===== config.mk =====
export PLATFORM = sky130hd
export DESIGN_NAME = intx_router
export DESIGN_NICKNAME = d
export VERILOG_FILES = /design/src/rtl/intx_rt_pkg.sv /design/src/rtl/route_decode.sv /design/src/rtl/trig_fsm.sv /design/src/rtl/intx_router.sv
export SDC_FILE = /design/constraint.sdc
export NUM_CORES = 1
export LEC_CHECK = 0
export BUFFER_PORTS_ARGS = -buffer_cell sky130_fd_sc_hd__buf_4
export CORE_MARGIN = 8
export CORE_UTILIZATION = 40
export CTS_CLUSTER_SIZE = 20
export DETAILED_ROUTE_END_ITERATION = 7
export MAX_ROUTING_LAYER = met4
export PLACE_DENSITY = 0.67
export SLEW_MARGIN = 20
export SYNTH_ARGS = -nofsm -noshare
export SYNTH_HDL_FRONTEND = slang
export SYNTH_SLANG_ARGS = --single-unit
export TNS_END_PERCENT = 20

===== constraint.sdc =====
create_clock -name clk -period 6.4 [get_ports clk]
set_clock_uncertainty 0.1 [all_clocks]
set_input_delay 1.6 -clock clk [delete_from_list [all_inputs] [get_ports clk]]
set_output_delay 1.6 -clock clk [all_outputs]
set_load 0.02 [all_outputs]

===== src/rtl/intx_rt_pkg.sv =====
package intx_rt_pkg;

    typedef enum logic [0:0] {
        TRG_IDLE = 1'b0,
        TRG_FIRE = 1'b1
    } trg_state_t;

    typedef enum logic [1:0] {
        ACT_SMI   = 2'd0,
        ACT_NMI   = 2'd1,
        ACT_IRQ15 = 2'd2,
        ACT_IRQ10 = 2'd3
    } trg_action_t;

    // Route code to IRQ number; 0 means the line is not routed.
    function automatic logic [3:0] code_to_irq(input logic [3:0] code);
        logic [3:0] irq;
        unique case (code)
            4'd1:    irq = 4'd3;
            4'd2:    irq = 4'd4;
            4'd3:    irq = 4'd7;
            4'd8:    irq = 4'd9;
            4'd9:    irq = 4'd10;
            4'd10:   irq = 4'd5;
            4'd11:   irq = 4'd6;
            4'd12:   irq = 4'd11;
            4'd13:   irq = 4'd12;
            4'd14:   irq = 4'd14;
            4'd15:   irq = 4'd15;
            default: irq = 4'd0;
        endcase
        return irq;
    endfunction

endpackage


===== src/rtl/route_decode.sv =====
module route_decode
    import intx_rt_pkg::*;
#(
    parameter int CODE_W = 4,
    parameter int IRQ_W  = 16
) (
    input  logic [CODE_W-1:0] code,
    input  logic              req,
    output logic [IRQ_W-1:0]  mask
);
    localparam int IDX_W = $clog2(IRQ_W);

    logic [3:0] irq_num;

    always_comb begin
        irq_num = code_to_irq(code[3:0]);
        mask    = '0;
        if (req && (irq_num != 4'd0))
            mask[irq_num[IDX_W-1:0]] = 1'b1;
    end
endmodule


===== src/rtl/trig_fsm.sv =====
module trig_fsm
    import intx_rt_pkg::*;
(
    input  logic       clk,
    input  logic       rst_n,
    input  logic       fire_req,
    input  logic [1:0] act_sel,
    input  logic       ack_smi,
    input  logic       ack_nmi,
    input  logic       ack_irq,
    output logic       smi_o,
    output logic       nmi_o,
    output logic       soft_irq15,
    output logic       soft_irq10,
    output logic       stat_set
);
    trg_state_t  st_q, st_d;
    trg_action_t sel_q;

    // State register
    always_ff @(posedge clk) begin
        if (!rst_n) begin
            st_q  <= TRG_IDLE;
            sel_q <= ACT_SMI;
        end else begin
            st_q <= st_d;
            if (st_q == TRG_IDLE && fire_req)
                sel_q <= trg_action_t'(act_sel);
        end
    end

    always_comb begin
        st_d = st_q;
        unique case (st_q)
            TRG_IDLE: if (fire_req) st_d = TRG_FIRE;
            TRG_FIRE: st_d = TRG_IDLE;
            default:  st_d = TRG_IDLE;
        endcase
    end

    // Output latches
    always_ff @(posedge clk) begin
        if (!rst_n) begin
            smi_o      <= 1'b0;
            nmi_o      <= 1'b0;
            soft_irq15 <= 1'b0;
            soft_irq10 <= 1'b0;
        end else begin
            if (ack_smi) smi_o <= 1'b0;
            if (ack_nmi) nmi_o <= 1'b0;
            if (ack_irq) begin
                soft_irq15 <= 1'b0;
                soft_irq10 <= 1'b0;
            end
            if (st_q == TRG_FIRE) begin
                unique case (sel_q)
                    ACT_SMI:   smi_o      <= 1'b1;
                    ACT_NMI:   nmi_o      <= 1'b1;
                    ACT_IRQ15: soft_irq15 <= 1'b1;
                    ACT_IRQ10: soft_irq10 <= 1'b1;
                    default:   smi_o      <= 1'b1;
                endcase
            end
        end
    end

    assign stat_set = (st_q == TRG_FIRE);


    fire_one_cycle_chk: assert property (@(posedge clk) disable iff (!rst_n)
        st_q == TRG_FIRE |=> st_q == TRG_IDLE);


    fire_smi_chk: assert property (@(posedge clk) disable iff (!rst_n)
        (st_q == TRG_FIRE && sel_q == ACT_SMI) |=> smi_o);


    smi_hold_chk: assert property (@(posedge clk) disable iff (!rst_n)
        (smi_o && !ack_smi) |=> smi_o);


    nmi_hold_chk: assert property (@(posedge clk) disable iff (!rst_n)
        (nmi_o && !ack_nmi) |=> nmi_o);
endmodule


===== src/rtl/intx_router.sv =====
module intx_router
    import intx_rt_pkg::*;
#(
    parameter int          NUM_INTX   = 4,
    parameter int          CODE_W     = 4,
    parameter int          IRQ_W      = 16,
    parameter int          ADDR_W     = 8,
    parameter int          DATA_W     = 8,
    parameter int          SOFT_IRQ_A = 15,
    parameter int          SOFT_IRQ_B = 10,
    parameter logic [7:0]  ROUTE_BASE = 8'h42,
    parameter logic [7:0]  PMU_ADDR   = 8'h30,
    parameter logic [7:0]  STAT_ADDR  = 8'h35
) (
    input  logic              clk,
    input  logic              rst_n,
    input  logic              wr_en,
    input  logic [ADDR_W-1:0] wr_addr,
    input  logic [DATA_W-1:0] wr_data,
    input  logic [NUM_INTX-1:0] intx_i,
    input  logic              ack_smi,
    input  logic              ack_nmi,
    input  logic              ack_irq,
    output logic [IRQ_W-1:0]  irq_o,
    output logic              smi_o,
    output logic              nmi_o,
    output logic [DATA_W-1:0] stat_o
);
    localparam int PER_REG = DATA_W / CODE_W;

    logic [CODE_W-1:0] route_q [NUM_INTX];
    logic [DATA_W-1:0] pmu_q;
    logic [DATA_W-1:0] stat_q;
    logic              fire_req;
    logic              stat_set;
    logic              soft_a, soft_b;
    logic [IRQ_W-1:0]  line_mask [NUM_INTX];

    assign fire_req = wr_en && (wr_addr == PMU_ADDR[ADDR_W-1:0])
                   && wr_data[4] && wr_data[2] && wr_data[3] && !pmu_q[3];

    always_ff @(posedge clk) begin
        if (!rst_n) begin
            for (int l = 0; l < NUM_INTX; l++) route_q[l] <= '0;
            pmu_q  <= '0;
            stat_q <= '0;
        end else begin
            if (wr_en) begin
                for (int l = 0; l < NUM_INTX; l++)
                    if (wr_addr == ADDR_W'(ROUTE_BASE + l / PER_REG))
                        route_q[l] <= wr_data[(l % PER_REG)*CODE_W +: CODE_W];
                if (wr_addr == PMU_ADDR[ADDR_W-1:0])
                    pmu_q <= wr_data;
                if (wr_addr == STAT_ADDR[ADDR_W-1:0])
                    stat_q[7:4] <= wr_data[7:4];
            end
            if (stat_set)
                stat_q[3:1] <= 3'b111;
        end
    end

    trig_fsm u_trig (
        .clk       (clk),
        .rst_n     (rst_n),
        .fire_req  (fire_req),
        .act_sel   (stat_q[5:4]),
        .ack_smi   (ack_smi),
        .ack_nmi   (ack_nmi),
        .ack_irq   (ack_irq),
        .smi_o     (smi_o),
        .nmi_o     (nmi_o),
        .soft_irq15(soft_a),
        .soft_irq10(soft_b),
        .stat_set  (stat_set)
    );

    for (genvar g = 0; g < NUM_INTX; g++) begin : g_line
        route_decode #(.CODE_W(CODE_W), .IRQ_W(IRQ_W)) u_dec (
            .code(route_q[g]),
            .req (intx_i[g]),
            .mask(line_mask[g])
        );
    end

    always_comb begin
        irq_o = '0;
        for (int l = 0; l < NUM_INTX; l++) irq_o = irq_o | line_mask[l];
        irq_o[SOFT_IRQ_A] = irq_o[SOFT_IRQ_A] | soft_a;
        irq_o[SOFT_IRQ_B] = irq_o[SOFT_IRQ_B] | soft_b;
    end

    assign stat_o = stat_q;


    stat_sticky_chk: assert property (@(posedge clk) disable iff (!rst_n)
        stat_q[2] |=> stat_q[2]);


    stat_after_fire_chk: assert property (@(posedge clk) disable iff (!rst_n)
        stat_set |=> stat_q[3:1] == 3'b111);


    irq0_quiet_chk: assert property (@(posedge clk) disable iff (!rst_n)
        !irq_o[0]);
endmodule


==> key figures <==
Floorplanning
  – Std cell rows: 27
  – I/O pin count: 52
  – Starting density of the core: 0.406
  – Floorplan core area: 5410 um^2
  – Die area: 8110 um^2
  – DIE HEIGHT: 90.1 um
  – Die X: 90.1 um

Final layout
  – Final #Nets: 333
  – Share of final-layout standard cells stronger than drive strength 1: 0.208
  – Register with the most flip-flops: route_q
  – Leading cell types in the layout, fill and taps excluded: 47 x buf_4, 36 x nor2_1, 23 x inv_1
  – Flip-flop count of the largest register after layout: 16
  – Growth of design area from synthesis to finish: 22.2%
  – # fillers: 542
  – Most common library cell in the layout ignoring fill and taps: buf_4
  – Antenna diode instance count: 0

Global routing
  – Vias in the first global route: 2009
  – Overflow after GRT: 0
  – Total global-route track usage: 0.138
  – Wire length of the first global-routing pass: 9.20 mm
  – Number of antenna violations at the first check in global routing: 0
  – Pin count of the biggest net entering global routing: 22

Route
  – Routed wire per std cell: 14.9 um
  – Drt via density: 5.25
  – 1st-pass router iterations: 4
  – First DRT Iteration DRCs: 103
  – Total Routed Length: 5.51 mm
  – DRC Markers: 0
  – Antenna Nets Post-Route: 0
  – Number of vias after detailed routing: 1943

Worst setup path
  – Critical path launch point: intx_i[3]
  – Crit Reg-Reg Startpoint: u_trig.stat_set$_SDFF_PP0_
  – Sort of element at the end of the critical path: output pin
  – Required time of the worst setup path: 4.70 ns
  – WP data arrival: 2.74 ns
  – Start-to-end type of the worst setup path: in -> out
  – Maximum fanout count along the critical path: 4
  – Kind of start point of the critical path: input port

Clock network
  – CTS HTree Levels: 2
  – CTS Buf Count: 5
  – TritonCTS Sinks: 29
  – Number of hold buffers added after CTS: 0
  – Root Buffer: clkbuf_8
  – Longest Clk Path Bufs: 2
  – Setup bufs post-CTS: 0
  – CTS tree: done
  – Worst-Skew Late Latency: 0.28 ns
  – Post-CTS clock slew at the launch and capture registers of the worst setup and hold paths: 0.06 ns
  – Post-cts repair resize count: 0

Yosys
  – Cell area after synthesis: 2190 um^2
  – Number of enable flip-flop cells after synthesis: 16
  – Combinational family with the most area after synthesis: simple AND/OR/NAND/NOR gates
  – Simple-gate share of the synthesized area: 0.339
  – Most common flop cell mapped by yosys: edfxtp_1
  – Multiplexer fraction of the synthesized cell area: 0.0319
  – Sequential area share after synthesis: 0.338
  – Synthesized-area fraction occupied by ao, oa, aoi and oai cells: 0.148
  – Post-synthesis average cell area: 8.54 um^2
  – Post-synthesis cell type count: 56
  – Async set or reset register ratio after synthesis: 0
  – Gate count of the mapped netlist: 257
  – Number of synthesized register bits: 29
  – Synthesis Warnings: 0
  – XOR/XNOR share of the synthesized area: 0
  – Post-synthesis adder-cell area fraction: 0.0570

Timing
  – Maximum achievable frequency: 225 MHz
  – Period minus WS final: 4.44 ns
  – Slew Limit Fails: 0
  – Count of final hold-check violations: 0
  – Aggregate negative setup slack: 0 ns
  – Final setup violation count: 0
  – Fraction of the cycle the final worst path needs: 0.694
  – Slew of the pin with the lowest slew margin: 1.02 ns
  – Min Hold Slack: 0.371 ns
  – Unrepaired setup endpoints after global routing: false
  – Relative slew margins: 0.310

Power
  – Combinational share of power: 0.167
  – Part of the power in registers: 0.407
  – Peak ir drop on the vdd network: 0.000153 V
  – Net switching share of the total power: 0.240
  – Sw power: 124 uW
  – Power per Cell Area: 193 nW/um^2
  – Power share of the clock group: 0.426
  – Cell Int Power: 395 uW
  – Leakage Power: 1.14 nW

Flow run
  – # Max-Cap Violations: 0

Place
  – Weighted congestion reported at the end of routability-driven placement: 0.920
  – HPWL after DPL: 4.60 mm
  – I/O Buffers: 47

Hold path
  – Startpoint of the tightest hold check path: u_trig.nmi_o$_SDFF_PN0_
  – Type of the tightest min-delay check: reg -> reg

Run status
  – Outcome: finished, final reports clean
-- cell type report --
class / count / area, um^2 / area share
Clock buffer: 5 / 68.8 / 0.0257
Clock inverter: 3 / 65.1 / 0.0243
Inverter: 23 / 86.3 / 0.0322
Multi-Input combinational cell: 191 / 1280 / 0.477
Sequential cell: 29 / 741 / 0.276
Tap cell: 72 / 90.1 / 0.0336
Timing Repair Buffer: 47 / 353 / 0.132
-- path summary, 6_finish.rpt --
kind / to / slack (ns) / cells after the start
setup reg to reg: u_trig.sel_q[1]$_SDFFE_PN0P_ / 5.06 / 4
hold / removal: u_trig.nmi_o$_SDFF_PN0_ / 0.37 / 2
hold reg to reg: u_trig.nmi_o$_SDFF_PN0_ / 0.37 / 2
setup / recovery: irq_o[9] / 1.96 / 6
-- power by group through the flow --
stage          clock (mW)  sequential [mW]  combinational (mW)
6_report            0.221            0.211              0.0864
2_1_floorplan           0            0.210              0.0598
3_5_place_dp            0            0.215              0.0861
4_1_cts             0.226            0.211              0.0864
5_1_grt             0.232            0.213              0.0947
3_3_place_gp            0            0.215              0.0859
-- layer usage --
layer,global-route usage,vias to the layer above,part of all wire
met3,0.0316,10,0.041
met2,0.216,64,0.44
li1,-,1000,-
met1,0.172,869,0.50
met4,0.0430,0,0.015
met5,-,-,0
-- synthesized netlist by cell type (3+ instances only) --
| cell | count | area [um^2] |
|---|---|---|
| o211ai_1 | 6 | 45.0 |
| and2_1 | 3 | 18.8 |
| a32oi_1 | 5 | 43.8 |
| ha_1 | 10 | 125 |
| clkbuf_1 | 7 | 26.3 |
| nor4bb_1 | 6 | 60.1 |
| a21oi_1 | 5 | 25.0 |
| nand2b_1 | 6 | 37.5 |
| buf_4 | 7 | 52.6 |
| and3b_1 | 5 | 43.8 |
| mux2i_1 | 7 | 70.1 |
| a22oi_1 | 3 | 22.5 |
| nand4_1 | 4 | 25.0 |
| inv_1 | 23 | 86.3 |
| nand3b_1 | 5 | 37.5 |
| nor4_1 | 9 | 56.3 |
| a2bb2oi_1 | 4 | 35.0 |
| nor2b_1 | 6 | 37.5 |
| o21ai_0 | 7 | 35.0 |
| or3_1 | 4 | 25.0 |
| edfxtp_1 | 16 | 480 |
| o221ai_1 | 4 | 35.0 |
| dfxtp_1 | 13 | 260 |
| nor3b_1 | 4 | 30.0 |
| nand2_1 | 18 | 67.6 |
| nor2_1 | 36 | 135 |
-- critical path, stage by stage --
cell     delay [ns]
buf_4          0.11
nand2_1        0.14
nor3b_4        0.07
nor2b_1        0.13
or4_1          0.51
buf_4          0.17
-- cells by family (layout without fill, tap and decap cells) --
kind of cell               count (synthesis)  count (layout)
and+or+nand+nor                          125             125
AOI/OAI and AO/OA                         45              45
buffers and inverters                     40              78
DFF                                       29              29
adders and majority gates                 10              10
muxes                                      7               7
other                                      1               4
-- metrics by stage --
step           setup slack [ns]  area (um^2)   util  instances  power, mW
2_1_floorplan              2.17         2210      -        260      0.269
3_3_place_gp               1.97         2550  0.472        362      0.301
3_5_place_dp               1.96         2550  0.472        362      0.301
4_1_cts                    1.96         2680  0.496        370      0.524
5_1_grt                    1.91         2680  0.496        370      0.540
6_report                   1.96         2680  0.496        370      0.519
No activity file was read; power rests on OpenSTA's default activity.
